## config.mk

```make
export PLATFORM = sky130hd
export DESIGN_NAME = smpu_csr_file
export DESIGN_NICKNAME = d
export VERILOG_FILES = /design/src/rtl/smpu_pkg.sv /design/src/rtl/smpu_csr_file.sv
export SDC_FILE = /design/constraint.sdc
export NUM_CORES = 1
export LEC_CHECK = 0
export BUFFER_PORTS_ARGS = -buffer_cell sky130_fd_sc_hd__buf_2
export CORE_MARGIN = 2
export CORE_UTILIZATION = 30
export DETAILED_ROUTE_END_ITERATION = 8
export PLACE_DENSITY = 0.49
export SYNTH_ARGS = -nofsm -noshare
export SYNTH_HDL_FRONTEND = slang
export SYNTH_SLANG_ARGS = --single-unit
```

## constraint.sdc

```tcl
create_clock -name clk -period 2.98 [get_ports clk]
set_clock_uncertainty 0.15 [all_clocks]
set_input_delay 0.149 -clock clk [delete_from_list [all_inputs] [get_ports clk]]
set_output_delay 0.149 -clock clk [all_outputs]
set_load 0.005 [all_outputs]
```

## src/rtl/smpu_pkg.sv

```systemverilog
package smpu_pkg;

    typedef enum logic [1:0] {
        MODE_OFF   = 2'd0,
        MODE_RANGE = 2'd1,
        MODE_WORD  = 2'd2,
        MODE_BLOCK = 2'd3
    } amode_e;

    typedef enum logic [1:0] {
        ACC_READ  = 2'd0,
        ACC_WRITE = 2'd1,
        ACC_EXEC  = 2'd2
    } acc_e;

    typedef enum logic [1:0] {
        KIND_ATTR   = 2'd0,
        KIND_ADDR   = 2'd1,
        KIND_SWITCH = 2'd2
    } csr_kind_e;

    // attribute byte, MSB first: lock, user, reserved, mode[1:0], x, w, r
    typedef struct packed {
        logic   lock;
        logic   user;
        logic   rsvd;
        amode_e mode;
        logic   x;
        logic   w;
        logic   r;
    } attr_t;

    typedef struct packed {
        logic user;
        logic x;
        logic w;
        logic r;
    } perm_t;

    function automatic attr_t legal_attr(logic [7:0] raw, logic word_mode_ok);
        attr_t a;
        a      = attr_t'(raw);
        a.rsvd = 1'b0;
        if (a.mode == MODE_RANGE) a.mode = MODE_OFF;
        if (a.mode == MODE_WORD && !word_mode_ok) a.mode = MODE_OFF;
        return a;
    endfunction

    function automatic logic perm_grants(perm_t p, acc_e acc);
        case (acc)
            ACC_READ:  return p.r;
            ACC_WRITE: return p.w;
            ACC_EXEC:  return p.x;
            default:   return 1'b0;
        endcase
    endfunction

endpackage

```

## src/rtl/smpu_csr_file.sv

```systemverilog
module smpu_csr_file
    import smpu_pkg::*;
#(
    parameter int XLEN    = 32,
    parameter int ENTRIES = 16,
    parameter int GRAN    = 2
) (
    input  logic             clk,
    input  logic             rst,
    input  logic             csr_we,
    input  logic [1:0]       csr_kind,
    input  logic [3:0]       csr_idx,
    input  logic [XLEN-1:0]  csr_wdata,
    output logic [XLEN-1:0]  csr_rdata,
    output logic             csr_illegal,
    output perm_t            perm_o [ENTRIES],
    output amode_e           mode_o [ENTRIES],
    output logic [XLEN-1:0]  eff_addr_o [ENTRIES],
    output logic [ENTRIES-1:0] live_o
);

    localparam int  BYTES_PER_WORD = XLEN / 8;
    localparam bit  WORD_MODE_OK   = (GRAN == 2);
    localparam int  SET_W          = (GRAN > 3) ? GRAN - 3 : 0;
    localparam int  CLR_W          = GRAN - 2;
    localparam logic [XLEN-1:0] SET_MASK = (XLEN'(1) << SET_W) - XLEN'(1);
    localparam logic [XLEN-1:0] CLR_MASK = (XLEN'(1) << CLR_W) - XLEN'(1);

    attr_t              attr_q [ENTRIES];
    logic [XLEN-1:0]    addr_q [ENTRIES];
    logic [ENTRIES-1:0] sw_q;
    logic [63:0]        sw_full;
    logic [63:0]        sw_next;
    logic               legal;
    csr_kind_e          kind;

    function automatic logic [3:0] attr_word_of(int e);
        return (XLEN == 32) ? 4'(e / 4) : 4'((e / 8) * 2);
    endfunction

    assign kind    = csr_kind_e'(csr_kind);
    assign sw_full = 64'(sw_q);

    always_comb begin
        case (kind)
            KIND_ATTR:   legal = (csr_idx < 4'd4) && ((XLEN == 32) || !csr_idx[0]);
            KIND_ADDR:   legal = (32'(csr_idx) < ENTRIES);
            KIND_SWITCH: legal = (XLEN == 32) ? (csr_idx < 4'd2) : (csr_idx == 4'd0);
            default:     legal = 1'b0;
        endcase
    end
    assign csr_illegal = !legal;

    always_comb begin
        sw_next = sw_full;
        if (csr_idx == 4'd0) sw_next[XLEN-1:0] = csr_wdata;
        else                 sw_next[63:32]    = csr_wdata[31:0];
    end

    always_ff @(posedge clk) begin
        if (rst) begin
            sw_q <= '0;
        end else if (csr_we && legal && kind == KIND_SWITCH) begin
            sw_q <= sw_next[ENTRIES-1:0];
        end
    end

    for (genvar i = 0; i < ENTRIES; i++) begin : g_entry
        localparam logic [3:0] WORD_IDX = attr_word_of(i);
        localparam int         BYTE_POS = i % BYTES_PER_WORD;

        logic attr_hit;
        logic addr_hit;

        assign attr_hit = csr_we && legal && kind == KIND_ATTR && csr_idx == WORD_IDX;
        assign addr_hit = csr_we && legal && kind == KIND_ADDR && csr_idx == 4'(i);

        always_ff @(posedge clk) begin
            if (rst) begin
                attr_q[i] <= '0;
                addr_q[i] <= '0;
            end else begin
                if (attr_hit && !attr_q[i].lock)
                    attr_q[i] <= legal_attr(csr_wdata[BYTE_POS*8 +: 8], WORD_MODE_OK);
                if (addr_hit && !attr_q[i].lock)
                    addr_q[i] <= csr_wdata;
            end
        end

        assign eff_addr_o[i] = (attr_q[i].mode == MODE_BLOCK) ? (addr_q[i] | SET_MASK)
                                                             : (addr_q[i] & ~CLR_MASK);
        assign mode_o[i] = attr_q[i].mode;
        assign perm_o[i] = '{user: attr_q[i].user, x: attr_q[i].x, w: attr_q[i].w, r: attr_q[i].r};
        assign live_o[i] = sw_q[i] && (attr_q[i].mode != MODE_OFF);

        p_lock_freeze_r10: assert property (@(posedge clk) disable iff (rst)
            attr_q[i].lock |=> $stable(attr_q[i]) && $stable(addr_q[i]))
            else $error("locked entry %0d changed", i);

        p_no_range_mode_r3: assert property (@(posedge clk) disable iff (rst)
            attr_q[i].mode != MODE_RANGE && (WORD_MODE_OK || attr_q[i].mode != MODE_WORD))
            else $error("entry %0d holds an unsupported mode", i);

        p_illegal_write_r2: assert property (@(posedge clk) disable iff (rst)
            csr_we && csr_illegal |=> $stable(attr_q[i]) && $stable(addr_q[i]))
            else $error("illegal write altered entry %0d", i);
    end

    p_illegal_switch_r12: assert property (@(posedge clk) disable iff (rst)
        csr_we && csr_illegal |=> $stable(sw_q))
        else $error("illegal write altered switch");

    always_comb begin
        csr_rdata = '0;
        if (legal) begin
            case (kind)
                KIND_ATTR: begin
                    for (int e = 0; e < ENTRIES; e++) begin
                        if (csr_idx == attr_word_of(e))
                            csr_rdata[(e % BYTES_PER_WORD)*8 +: 8] = attr_q[e];
                    end
                end
                KIND_ADDR: begin
                    for (int e = 0; e < ENTRIES; e++) begin
                        if (csr_idx == 4'(e)) csr_rdata = eff_addr_o[e];
                    end
                end
                KIND_SWITCH: begin
                    if (csr_idx == 4'd0) csr_rdata = sw_full[XLEN-1:0];
                    else                 csr_rdata = XLEN'(sw_full[63:32]);
                end
                default: csr_rdata = '0;
            endcase
        end
    end

endmodule

```

==> flow_summary_export.csv <==
group,metric,value,unit
status,outcome,"finished with violations",
status,violations,"negative setup slack",
logic_synthesis,synth_area_leaders,"edfxtp_1, and2_1, buf_4",
logic_synthesis,netlist_area,31600,sq um
logic_synthesis,avgSynthCellArea,12.3,sq um
clocking,clk_pin_slew_worst_paths,0.06,ns
timing,worst_slew_pin_slew,0.763,ns
placement,gp_congestion,0.961,
power_and_ir_drop,p_sw,0.00605,W
clocking,htreeDepth,3,
logic_synthesis,synth_flop_cell,"edfxtp_1",
timing,finalMaxSlewViolations,0,
floorplanning,die_w,328,um
routing,wirelength,174000,um
routing,ant_nets,0,
floorplanning,start_util,30.1,%
global_routing,grt_first_pass_wirelength,227000,um
logic_synthesis,synth_top_area_share,59.4,%
timing,fin_tns_setup,-0.140,ns
floorplanning,num_rows,119,
power_and_ir_drop,pwr-share-seq,46.2,%
worst_setup_path,required,2.68,ns
finish,drive_above_1_share,35.6,%
worst_setup_path,crit_slowest_cell,"a2111oi_4",
clocking,clkSinkCount,640,
global_routing,grt_pass1_vias,24967,
power_and_ir_drop,p_int,0.0166,W
power_and_ir_drop,p_leak,16.8,nW
worst_setup_path,cp_data_arrival_time,2.76,ns
power_and_ir_drop,vdd_drop_max,374,uV
worst_setup_path,cpPeakStageDelay,0.58,ns
timing,finalHoldViolCount,0,
routing,dr.pass1.iters,8,
floorplanning,core,105000,sq um
global_routing,grt.total_usage,31.2,%
timing,relSlewSlack,48.9,%
worst_setup_path,end_kind,"primary output",
worst_hold_path,min_path_type,"input pin to flop",
routing,vias,26077,
logic_synthesis,async_flop_share,0,%
clocking,cts_made_buffers,78,
routing,initialDrtViolationCount,3400,
logic_synthesis,netlist_instances,2560,
routing,post-route-drc-count,0,
finish,syn2layout_area_growth,29.1,%
clocking,clk_latency,0.67,ns
floorplanning,floorplan.die_area,108000,sq um
routing,wl_per_cell,36.6,um
clocking,cts.path.max_buffers,3,
floorplanning,die-height,328,um
power_and_ir_drop,comb_power_share,11.1,%
placement,dpl.hpwl,130000,um
timing,fin_hold_ws,0.0515,ns
floorplanning,num_io_pins,698,
placement,io_buffers,697,
logic_synthesis,synth_edf_count,624,
routing,via_per_inst,5.49,
global_routing,grt_max_degree,49,
logic_synthesis,yosysSeqAreaShare,60.4,%
timing,rsz0062_at_grt,"yes",
power_and_ir_drop,p_per_area,556,nW/um^2
clocking,cts_tree,"yes",
logic_synthesis,ys_ff_latch,640,
global_routing,grt_overflow,0,
worst_setup_path,worstSetupStartpointType,"flop",
timing,period_share,103,%
global_routing,antenna_found_initial,16,
power_and_ir_drop,switching_share,26.7,%
logic_synthesis,syn_nets,2601,
timing,period_minus_slack,3.06,ns
logic_synthesis,synth.largest_area_cell,"edfxtp_1",
logic_synthesis,synth_cell_types,78,
timing,max_freq,0.327,GHz
power_and_ir_drop,finalPower,0.0227,W
worst_setup_path,worstPathMaxFanout,2,
finish,final_nets,3335,
worst_setup_path,path_class,"flop to primary output",
flow_run,timing.max_cap.violations,0,
power_and_ir_drop,pwr-share-clk,42.6,%
timing,setup_ws,-0.0798,ns
timing,finalSetupViolCount,4,
finish,fillers,10364,
worst_setup_path,path_cells,"mux4_2 -> nand2_2 -> a21oi_2 -> a2111oi_4 -> buf_4 -> o21ai_2 -> buf_2",
clocking,cts-root-buf,"clkbuf_16",
logic_synthesis,ys_warn_count,0,
## critical path, delay by kind of cell, from the launching register on
family	cells	cell delay, ns
flip-flops	1	0.39
AO/OA/AOI/OAI	3	0.71
AND/OR/NAND/NOR	1	0.10
multiplexers	1	0.53
buffers and inverters	2	0.36
## sequential cells by signal (all words and copies together), names as in the netlist
| register | cells |
|---|---|
| addr_q | 512 |
| attr_q | 112 |
| sw_q | 16 |
## metal layers
layer | track usage, % | vias up | part of all wire, %
li1 | - | 10790 | -
met1 | 39.6 | 13441 | 40
met2 | 49.6 | 1553 | 46
met3 | 9.65 | 291 | 10
met4 | 12.1 | 2 | 4.3
met5 | 0 | - | 0.0086
## power by group through the flow
stage                     registers (W)  logic [W]  clock network (W)
final                            0.0105    0.00252            0.00967
after global routing             0.0105    0.00260             0.0101
after CTS                        0.0105    0.00247            0.00973
after detailed placement         0.0107    0.00241                  0
after global placement           0.0107    0.00240                  0
after floorplan                  0.0105   0.000953                  0
## kinds of logic (layout without fill, tap and decap cells)
family	after synthesis	count (layout)	share of synthesized area [%]
muxes	105	105	4.79
AOI/OAI and AO/OA	493	493	10.9
and+or+nand+nor	972	972	18.1
buffers and inverters	350	1145	5.84
other	0	6	0
DFF	640	640	60.4
## metrics by stage
step	std cells	utilization (%)	worst slack, ns	area (sq um)
floorplan	2560	-	0.539	31600
global placement	4556	35.8	-1.16	37600
detailed placement	4556	35.8	-0.187	37600
CTS	4742	38.8	-0.116	40700
global route	4746	38.9	-0.164	40800
finish	4752	38.9	-0.0798	40800
## layout by cell type, fill, tap and decap left out, types with 9 or more instances in the layout
| cell type | n |
|---|---|
| o221ai_1 | 24 |
| a21oi_1 | 96 |
| o21ai_0 | 86 |
| o22ai_1 | 26 |
| nor2b_1 | 14 |
| dfxtp_1 | 16 |
| a21o_1 | 12 |
| and2_1 | 615 |
| clkinv_1 | 25 |
| nand2_1 | 92 |
| inv_1 | 12 |
| buf_4 | 204 |
| edfxtp_1 | 624 |
| o21a_1 | 17 |
| a211oi_1 | 17 |
| clkbuf_16 | 80 |
| buf_2 | 693 |
| buf_12 | 46 |
| dlygate4sd3_1 | 44 |
| nor2_1 | 87 |
| mux2i_1 | 40 |
| mux4_2 | 34 |
| mux2_2 | 29 |
| clkbuf_1 | 12 |
| clkinv_2 | 9 |
| nor3_1 | 31 |
| nand3b_1 | 10 |
| nand3_1 | 18 |
| a221oi_1 | 22 |
| o211ai_1 | 12 |
| a21o_2 | 14 |
| nand2b_1 | 12 |
| and3_1 | 21 |
| a22oi_1 | 29 |
| o21bai_1 | 17 |
## worst paths after layout
kind                  start             end  slack [ns]  cells after the start
min           csr_wdata[20]  addr_q[1][180]        0.05                      2
min reg2reg   attr_q[1][20]   attr_q[1][20]        0.74                      2
max          addr_q[0][109]   csr_rdata[13]       -0.08                      7
max reg2reg    attr_q[1][6]   addr_q[1][11]        0.94                      4
## cell type report
type / instances / area, sq um / share of cell area [%]
Antenna cell: 6 / 15.0 / 0.0368
Clock buffer: 92 / 2050 / 5.02
Clock inverter: 49 / 450 / 1.10
Inverter: 14 / 52.6 / 0.129
Multi-Input combinational cell: 1570 / 11000 / 27.0
Sequential cell: 640 / 19100 / 46.7
Tap cell: 1391 / 1740 / 4.27
Timing Repair Buffer: 990 / 6400 / 15.7
## synthesized netlist by cell type, types with 10 or more instances
library cell / n
mux4_2: 34
o22ai_1: 26
dfxtp_1: 16
nand3b_1: 10
and3_1: 21
a211oi_1: 17
nand3_1: 18
buf_2: 72
o21a_1: 17
mux2_2: 29
inv_1: 13
and2_1: 615
a221oi_1: 23
o221ai_1: 26
a21o_1: 26
nor2b_1: 18
nor3_1: 36
clkbuf_1: 146
o21ai_0: 88
buf_4: 107
a21oi_1: 98
a22oi_1: 32
nand2_1: 95
edfxtp_1: 624
nor2_1: 88
o21bai_1: 17
mux2i_1: 42
o211ai_1: 12
nand2b_1: 13
## timing repair
item	CTS	global route
gates resized for setup	31	12
buffers inserted	1	4
hold buffers	44	0
setup endpoints to repair	17	7
pin swaps	3	7
endpoints found under the hold margin	313	0
Power figures use the tool's default switching activity.
